## src/rtl/oc_pkg.sv

```systemverilog
package oc_pkg;
  localparam int unsigned DefWidth = 4;

  function automatic logic is_neg(input logic msb);
    return msb;
  endfunction
endpackage

```

## src/rtl/oc_operand_sel.sv

```systemverilog
module oc_operand_sel #(
  parameter int unsigned W = oc_pkg::DefWidth
) (
  input  logic [W-1:0] b_i,
  input  logic         sub_i,
  output logic [W-1:0] b_eff_o
);
  for (genvar i = 0; i < W; i++) begin : g_inv
    assign b_eff_o[i] = b_i[i] ^ sub_i;
  end
endmodule

```

## src/rtl/oc_cpa.sv

```systemverilog
module oc_cpa #(
  parameter int unsigned W         = oc_pkg::DefWidth,
  parameter bit          LOOKAHEAD = 1'b1
) (
  input  logic [W-1:0] a_i,
  input  logic [W-1:0] b_i,
  input  logic         cin_i,
  output logic [W-1:0] sum_o,
  output logic         cout_o
);
  logic [W-1:0] gen, prop;
  logic [W:0]   carry;

  assign gen  = a_i & b_i;
  assign prop = a_i ^ b_i;
  assign carry[0] = cin_i;

  if (LOOKAHEAD) begin : g_cla
    // each carry as a flat sum of generate/propagate products
    always_comb begin
      logic acc;
      logic term;
      for (int i = 0; i < W; i++) begin
        acc = cin_i;
        for (int k = 0; k <= i; k++) acc = acc & prop[k];
        for (int j = 0; j <= i; j++) begin
          term = gen[j];
          for (int k = j + 1; k <= i; k++) term = term & prop[k];
          acc = acc | term;
        end
        carry[i+1] = acc;
      end
    end
  end else begin : g_ripple
    for (genvar i = 0; i < W; i++) begin : g_bit
      assign carry[i+1] = gen[i] | (prop[i] & carry[i]);
    end
  end

  assign sum_o  = prop ^ carry[W-1:0];
  assign cout_o = carry[W];

  always_comb begin
    p_cpa_sum_r4: assert ({cout_o, sum_o} ==
      ({1'b0, a_i} + {1'b0, b_i} + {{W{1'b0}}, cin_i}))
      else $error("cpa sum mismatch");
  end
endmodule

```

## src/rtl/oc_ovf_detect.sv

```systemverilog
module oc_ovf_detect (
  input  logic a_msb_i,
  input  logic b_msb_i,
  input  logic s_msb_i,
  output logic ovf_o
);
  assign ovf_o = (oc_pkg::is_neg(a_msb_i) == oc_pkg::is_neg(b_msb_i)) &&
                 (s_msb_i != a_msb_i);
endmodule

```

## src/rtl/ones_comp_addsub.sv

```systemverilog
module ones_comp_addsub #(
  parameter int unsigned W         = oc_pkg::DefWidth,
  parameter bit          LOOKAHEAD = 1'b1
) (
  input  logic [W-1:0] a_i,
  input  logic [W-1:0] b_i,
  input  logic         sub_i,
  output logic [W-1:0] sum_o,
  output logic         ovf_o
);
  logic [W-1:0] b_eff, raw_sum, fin_sum;
  logic         raw_cout, fin_cout;

  oc_operand_sel #(.W(W)) u_sel (
    .b_i    (b_i),
    .sub_i  (sub_i),
    .b_eff_o(b_eff)
  );

  oc_cpa #(.W(W), .LOOKAHEAD(LOOKAHEAD)) u_main (
    .a_i   (a_i),
    .b_i   (b_eff),
    .cin_i (1'b0),
    .sum_o (raw_sum),
    .cout_o(raw_cout)
  );

  // end-around carry as a second pass: no combinational loop
  oc_cpa #(.W(W), .LOOKAHEAD(1'b0)) u_wrap (
    .a_i   (raw_sum),
    .b_i   ({W{1'b0}}),
    .cin_i (raw_cout),
    .sum_o (fin_sum),
    .cout_o(fin_cout)
  );

  oc_ovf_detect u_ovf (
    .a_msb_i(a_i[W-1]),
    .b_msb_i(b_eff[W-1]),
    .s_msb_i(fin_sum[W-1]),
    .ovf_o  (ovf_o)
  );

  assign sum_o = fin_sum;

  always_comb begin
    p_no_second_carry_r4: assert (!fin_cout)
      else $error("end-around pass carried out");
    p_ovf_same_sign_r3: assert (!ovf_o || (a_i[W-1] == b_eff[W-1]))
      else $error("overflow with mixed signs");
    p_plus_zero_r5: assert ((fin_sum != '0) || ((a_i == '0) && (b_eff == '0)))
      else $error("all-zero result from nonzero addends");
  end
endmodule

```

## config.mk

```make
export PLATFORM = sky130hd
export DESIGN_NAME = ones_comp_addsub
export DESIGN_NICKNAME = d
export VERILOG_FILES = /design/src/rtl/oc_pkg.sv /design/src/rtl/oc_operand_sel.sv /design/src/rtl/oc_cpa.sv /design/src/rtl/oc_ovf_detect.sv /design/src/rtl/ones_comp_addsub.sv
export SDC_FILE = /design/constraint.sdc
export NUM_CORES = 1
export LEC_CHECK = 0
export BUFFER_PORTS_ARGS = -buffer_cell sky130_fd_sc_hd__buf_2
export CAP_MARGIN = 0
export CORE_AREA = 3 3 40 42
export DETAILED_ROUTE_END_ITERATION = 8
export DIE_AREA = 0 0 43 45
export GPL_TIMING_DRIVEN = 0
export PLACE_DENSITY = 0.49
export SETUP_SLACK_MARGIN = 0.4
export SYNTH_ARGS = -nofsm -noshare
export SYNTH_HDL_FRONTEND = slang
export SYNTH_SLANG_ARGS = --single-unit
```

## constraint.sdc

```tcl
create_clock -name vclk -period 2.77
set_clock_uncertainty 0.15 [all_clocks]
set_input_delay 0.277 -clock vclk [all_inputs]
set_output_delay 0.277 -clock vclk [all_outputs]
set_load 0.02 [all_outputs]
```

=== Yosys cells after proc, flatten, opt, wreduce, memory -nomap -nowiden ===
Index checks and enable logic that the tools add are counted.

* Flip-flop bits (word level): 0
* Output and inout port bits: 5
* Word-level logic and storage cells: 26

* Eq/ne operators: 2
* Bitwise gates (word level): 23
* Reduce and logical (&&, ||, !) cells: 1

{| class="wikitable"
|+ Operators with widths
! cell !! count
|-
| $xor A4 B4 Y4 || 3
|-
| $and A1 B1 Y1 || 9
|-
| $or A1 B1 Y1 || 6
|-
| $and A4 B4 Y4 || 1
|-
| $xor A1 B1 Y1 || 4
|-
| $eq A1 B1 Y1 || 1
|-
| $logic_and A1 B1 Y1 || 1
|-
| $ne A1 B1 Y1 || 1
|}

=== Logic depth before layout (Yosys ltp) ===
* Depth after elaboration: 14
* Gate-level depth with buffers: 12
* Gate-level depth less buffers: 12

=== Cells and area by module ===
From an unflattened synthesis, not the netlist that was laid out.

* Cell total of the unflattened synthesis: 37
* Area, all modules: 330.3 um^2

{| class="wikitable"
|+ By module, submodules not included
! module !! instances !! cells each !! area each (um^2)
|-
| oc_cpa at u_main || 1 || 15 || 151.4
|-
| oc_cpa at u_wrap || 1 || 14 || 117.6
|-
| oc_operand_sel || 1 || 4 || 35.0
|-
| oc_ovf_detect || 1 || 3 || 22.5
|-
| ones_comp_addsub || 1 || 1 || 3.8
|}

=== Worst setup path after synthesis ===
OpenSTA, ideal clock, no wires.

* Path type: input to output
* From: input port sub_i
* To: output port ovf_o
* Arrival time: 2.470 ns
* Required time: 2.343 ns
* Path slack: -0.127 ns
* Cell stages on the path: 12
* Buffers on the path: 0
* Cell sequence: xor2_1 ha_1 ha_1 o21ai_2 nand2_1 a21o_1 ha_1 ha_1 ha_1 xor2_1 a21o_1 a21oi_2

* Cells in the longest elaborated chain, start to end: 14
* Elaborated cells between the ends (all ways): 26
* Classes of those cells: eq/ne: 2; bitwise: 23; reduce/logical: 1

{| class="wikitable"
|+ Ends and longest elaborated chain
! element !! line !! RTL
|-
| start, declared || ones_comp_addsub.sv:7 || <nowiki>input logic sub_i,</nowiki>
|-
| $xor A1 B1 Y1 || oc_operand_sel.sv:9 || <nowiki>assign b_eff_o[i] = b_i[i] ^ sub_i;</nowiki>
|-
| $and A4 B4 Y4 or $xor A4 B4 Y4 (tied branches) || oc_cpa.sv:14, oc_cpa.sv:15 ||
|-
| $and A1 B1 Y1 (3 in series) || oc_cpa.sv:28 || <nowiki>for (int k = j + 1; k <= i; k++) term = term & prop[k];</nowiki>
|-
| $or A1 B1 Y1 (3 in series) || oc_cpa.sv:29 || <nowiki>acc = acc | term;</nowiki>
|-
| $and A1 B1 Y1 (3 in series) || oc_cpa.sv:36 || <nowiki>assign carry[i+1] = gen[i] | (prop[i] & carry[i]);</nowiki>
|-
| $xor A4 B4 Y4 || oc_cpa.sv:40 || <nowiki>assign sum_o = prop ^ carry[W-1:0];</nowiki>
|-
| $ne A1 B1 Y1 || oc_ovf_detect.sv:8 || <nowiki>(s_msb_i != a_msb_i);</nowiki>
|-
| $logic_and A1 B1 Y1 (*) || oc_ovf_detect.sv:7 || <nowiki>assign ovf_o = (oc_pkg::is_neg(a_msb_i) == oc_pkg::is_neg(b_msb_i)) &&</nowiki>
|-
| end, declared || ones_comp_addsub.sv:9 || <nowiki>output logic ovf_o</nowiki>
|}

Every way passes the cells marked *; elsewhere a longest branch is shown, timed or not.

=== Final worst setup path ===
Same ends and word-level chain as after synthesis.

==> results.tsv <==
stage	metric	value	unit
critical_path	crit path max fanout	3	
yosys	syn avg cell area	9.71	um2
status	status	complete, but fails checks	
cells_and_area	sequential cell count	0	
timing	Fmax	349	MHz
yosys	synth warn	0	
critical_path	crit path kind	primary input to output port	
power_and_ir_drop	P per Cell Area	418	nW/um2
timing	worst-margin pin slew	0.257	ns
floorplan	die area	1940	um2
placed_design	placer congestion estimate	0.619	
run	max_cap viols	0	
placed_design	post-DP HPWL	431	um
timing	final-report setup violation count	2	
critical_path	CP top delay family	adder cells	
critical_path	crit path DAT	2.44	ns
grt	grt total ovfl	0	
placed_design	Placement Setup Slack	-0.352	ns
clock_tree	CTS Hold Bufs	0	
yosys	synthesized area	243	um2
cells_and_area	Nets	69	
timing	fin crit period	2.87	ns
critical_path	critical path cell sequence	buf_12 -> xor2_4 -> ha_4 -> ha_4 -> o21ai_4 -> nand2_2 -> a21o_1 -> ha_2 -> ha_4 -> ha_4 -> xor2_2 -> a21o_1 -> a21oi_4 -> buf_6	
timing	Slew Viols, Final	0	
critical_path	most used cell, CP	ha_4	
routing	DR vias/cell	4.13	
placed_design	count of input and output buffers	14	
timing	Period Utilization, post-route	1.03	
routing	DR WL/cell	9.58	um
yosys	post-synthesis sequential area ratio	0	
routing	drt total wl	613	um
yosys	post-synthesis cell type count	11	
yosys	Mapped Cells	25	
floorplan	row cnt	13	
hold_path	worst hold endpoint	ovf_o	
status	failing checks	setup timing	
grt	initial antenna violation count	0	
cells_and_area	final core utilization	0.442	
timing	Slew headroom	0.828	
routing	via count	264	
routing	drt pass-1 iters	1	
critical_path	slowest stage delay, CP	0.23	ns
floorplan	die height	45	um
critical_path	startpoint types	primary input	
placed_design	Area after DPL	377	um2
timing	final setup TNS	-0.122	ns
routing	drt drc	0	
hold_path	Worst Hold Class	primary input to output port	
hold_path	Worst Hold Depth	5	
cells_and_area	register area	0	um2
grt	pin count of the biggest net entering global routing	4	
power_and_ir_drop	Static Leak	0.000265	uW
cells_and_area	cell area after layout	568	um2
power_and_ir_drop	total design power	237	uW
floorplan	Starting Density	0.189	
timing	final worst-path setup slack	-0.0967	ns
floorplan	Ports	14	
grt	All-Layer GR Usage	0.0642	
yosys	syn nets	43	
timing	RSZ-0062 raised after global routing	true	
cells_and_area	share of cells above drive strength 1	0.796	
cells_and_area	Fill cells	129	
hold_path	Hold Startpoint	a_i[3]	
floorplan	core box area	1280	um2
routing	Post-DRT Antenna Nets	0	
cells_and_area	clkbuf count	0	
critical_path	crit path capture type	output port	
grt	global-route wire length before repair	993	um
critical_path	CP Buf/Inv Count	2	
power_and_ir_drop	Worst VDD drop	0.229	mV
cells_and_area	Area Growth Syn to Fin	134	%
floorplan	DIE WIDTH	43	um
critical_path	slowest CP cell	ha_4	
routing	Starting DRT DRC Count	0	
timing	final hold viol count	0	
cells_and_area	Antenna Cells	0	
grt	vias in the first global route	270	
critical_path	CP required	2.34	ns
-- layer usage --
metal  vias up  global-route usage  wire, um
li1        132                   -         -
met1       121              0.0725       222
met2        11               0.138       347
met3         0             0.00398        42
met4         0                   0         0
met5         -                   0         0
-- cell families (layout without fill, tap and decap cells) --
group / after synthesis / after routing / share of synthesized area
adders and majority gates: 9 / 9 / 0.495
xor gates and xnor gates: 8 / 8 / 0.289
and+or+nand+nor: 2 / 2 / 0.0360
AOI/OAI and AO/OA: 4 / 4 / 0.134
buffers and inverters: 2 / 26 / 0.0464
-- what timing repair did --
| item | in CTS | in global routing |
|---|---|---|
| buffers inserted | 9 | 1 |
| setup endpoints to repair | 5 | 4 |
| resized for setup | 16 | 7 |
| pin swaps | 5 | 5 |
| endpoints found under the hold margin | 0 | 0 |
-- through the flow --
step | instances | hold WS (ns)
floorplan | 25 | 0.655
global placement | 54 | 0.912
detailed placement | 54 | 0.904
CTS | 63 | 0.873
global route | 64 | 0.889
finish | 64 | 0.865
-- power by group --
group	internal (uW)	leakage (uW)	switching (uW)	total, uW
sequential	0	0	0	0
combinational	133	0.000265	104	237
clock	0	0	0	0
-- layout by cell type (no fill, tap or decap), drive strengths merged --
cell,synthesis,routed
buf,1,25
ha,8,8
xor2,6,6
a21o,2,2
xnor2,2,2
inv,1,1
o21ai,1,1
nand2,1,1
nand3,1,1
a21oi,1,1
fa,1,1
-- cell usage after synthesis (all sizes together) --
master / instances / area share
nand2: 1 / 0.015
xor2: 6 / 0.22
xnor2: 2 / 0.072
ha: 8 / 0.41
inv: 1 / 0.015
a21o: 2 / 0.062
fa: 1 / 0.082
o21ai: 1 / 0.036
buf: 1 / 0.031
nand3: 1 / 0.021
a21oi: 1 / 0.036
-- worst max-delay path by stage --
stage                     start  cells past startpoint     to
final                     sub_i                     14  ovf_o
after global routing      sub_i                     14  ovf_o
after CTS                 sub_i                     14  ovf_o
after detailed placement  sub_i                     14  ovf_o
after global placement    sub_i                     14  ovf_o
after floorplan           sub_i                     12  ovf_o
-- area by class of cell --
cell class                      instances  area [um2]  area share
Buffer                                  1        7.51      0.0132
Inverter                                1        3.75     0.00661
Multi-Input combinational cell         23         350       0.617
Tap cell                               15        18.8      0.0330
Timing Repair Buffer                   24         188       0.330
No activity file was read; power rests on OpenSTA's default activity.
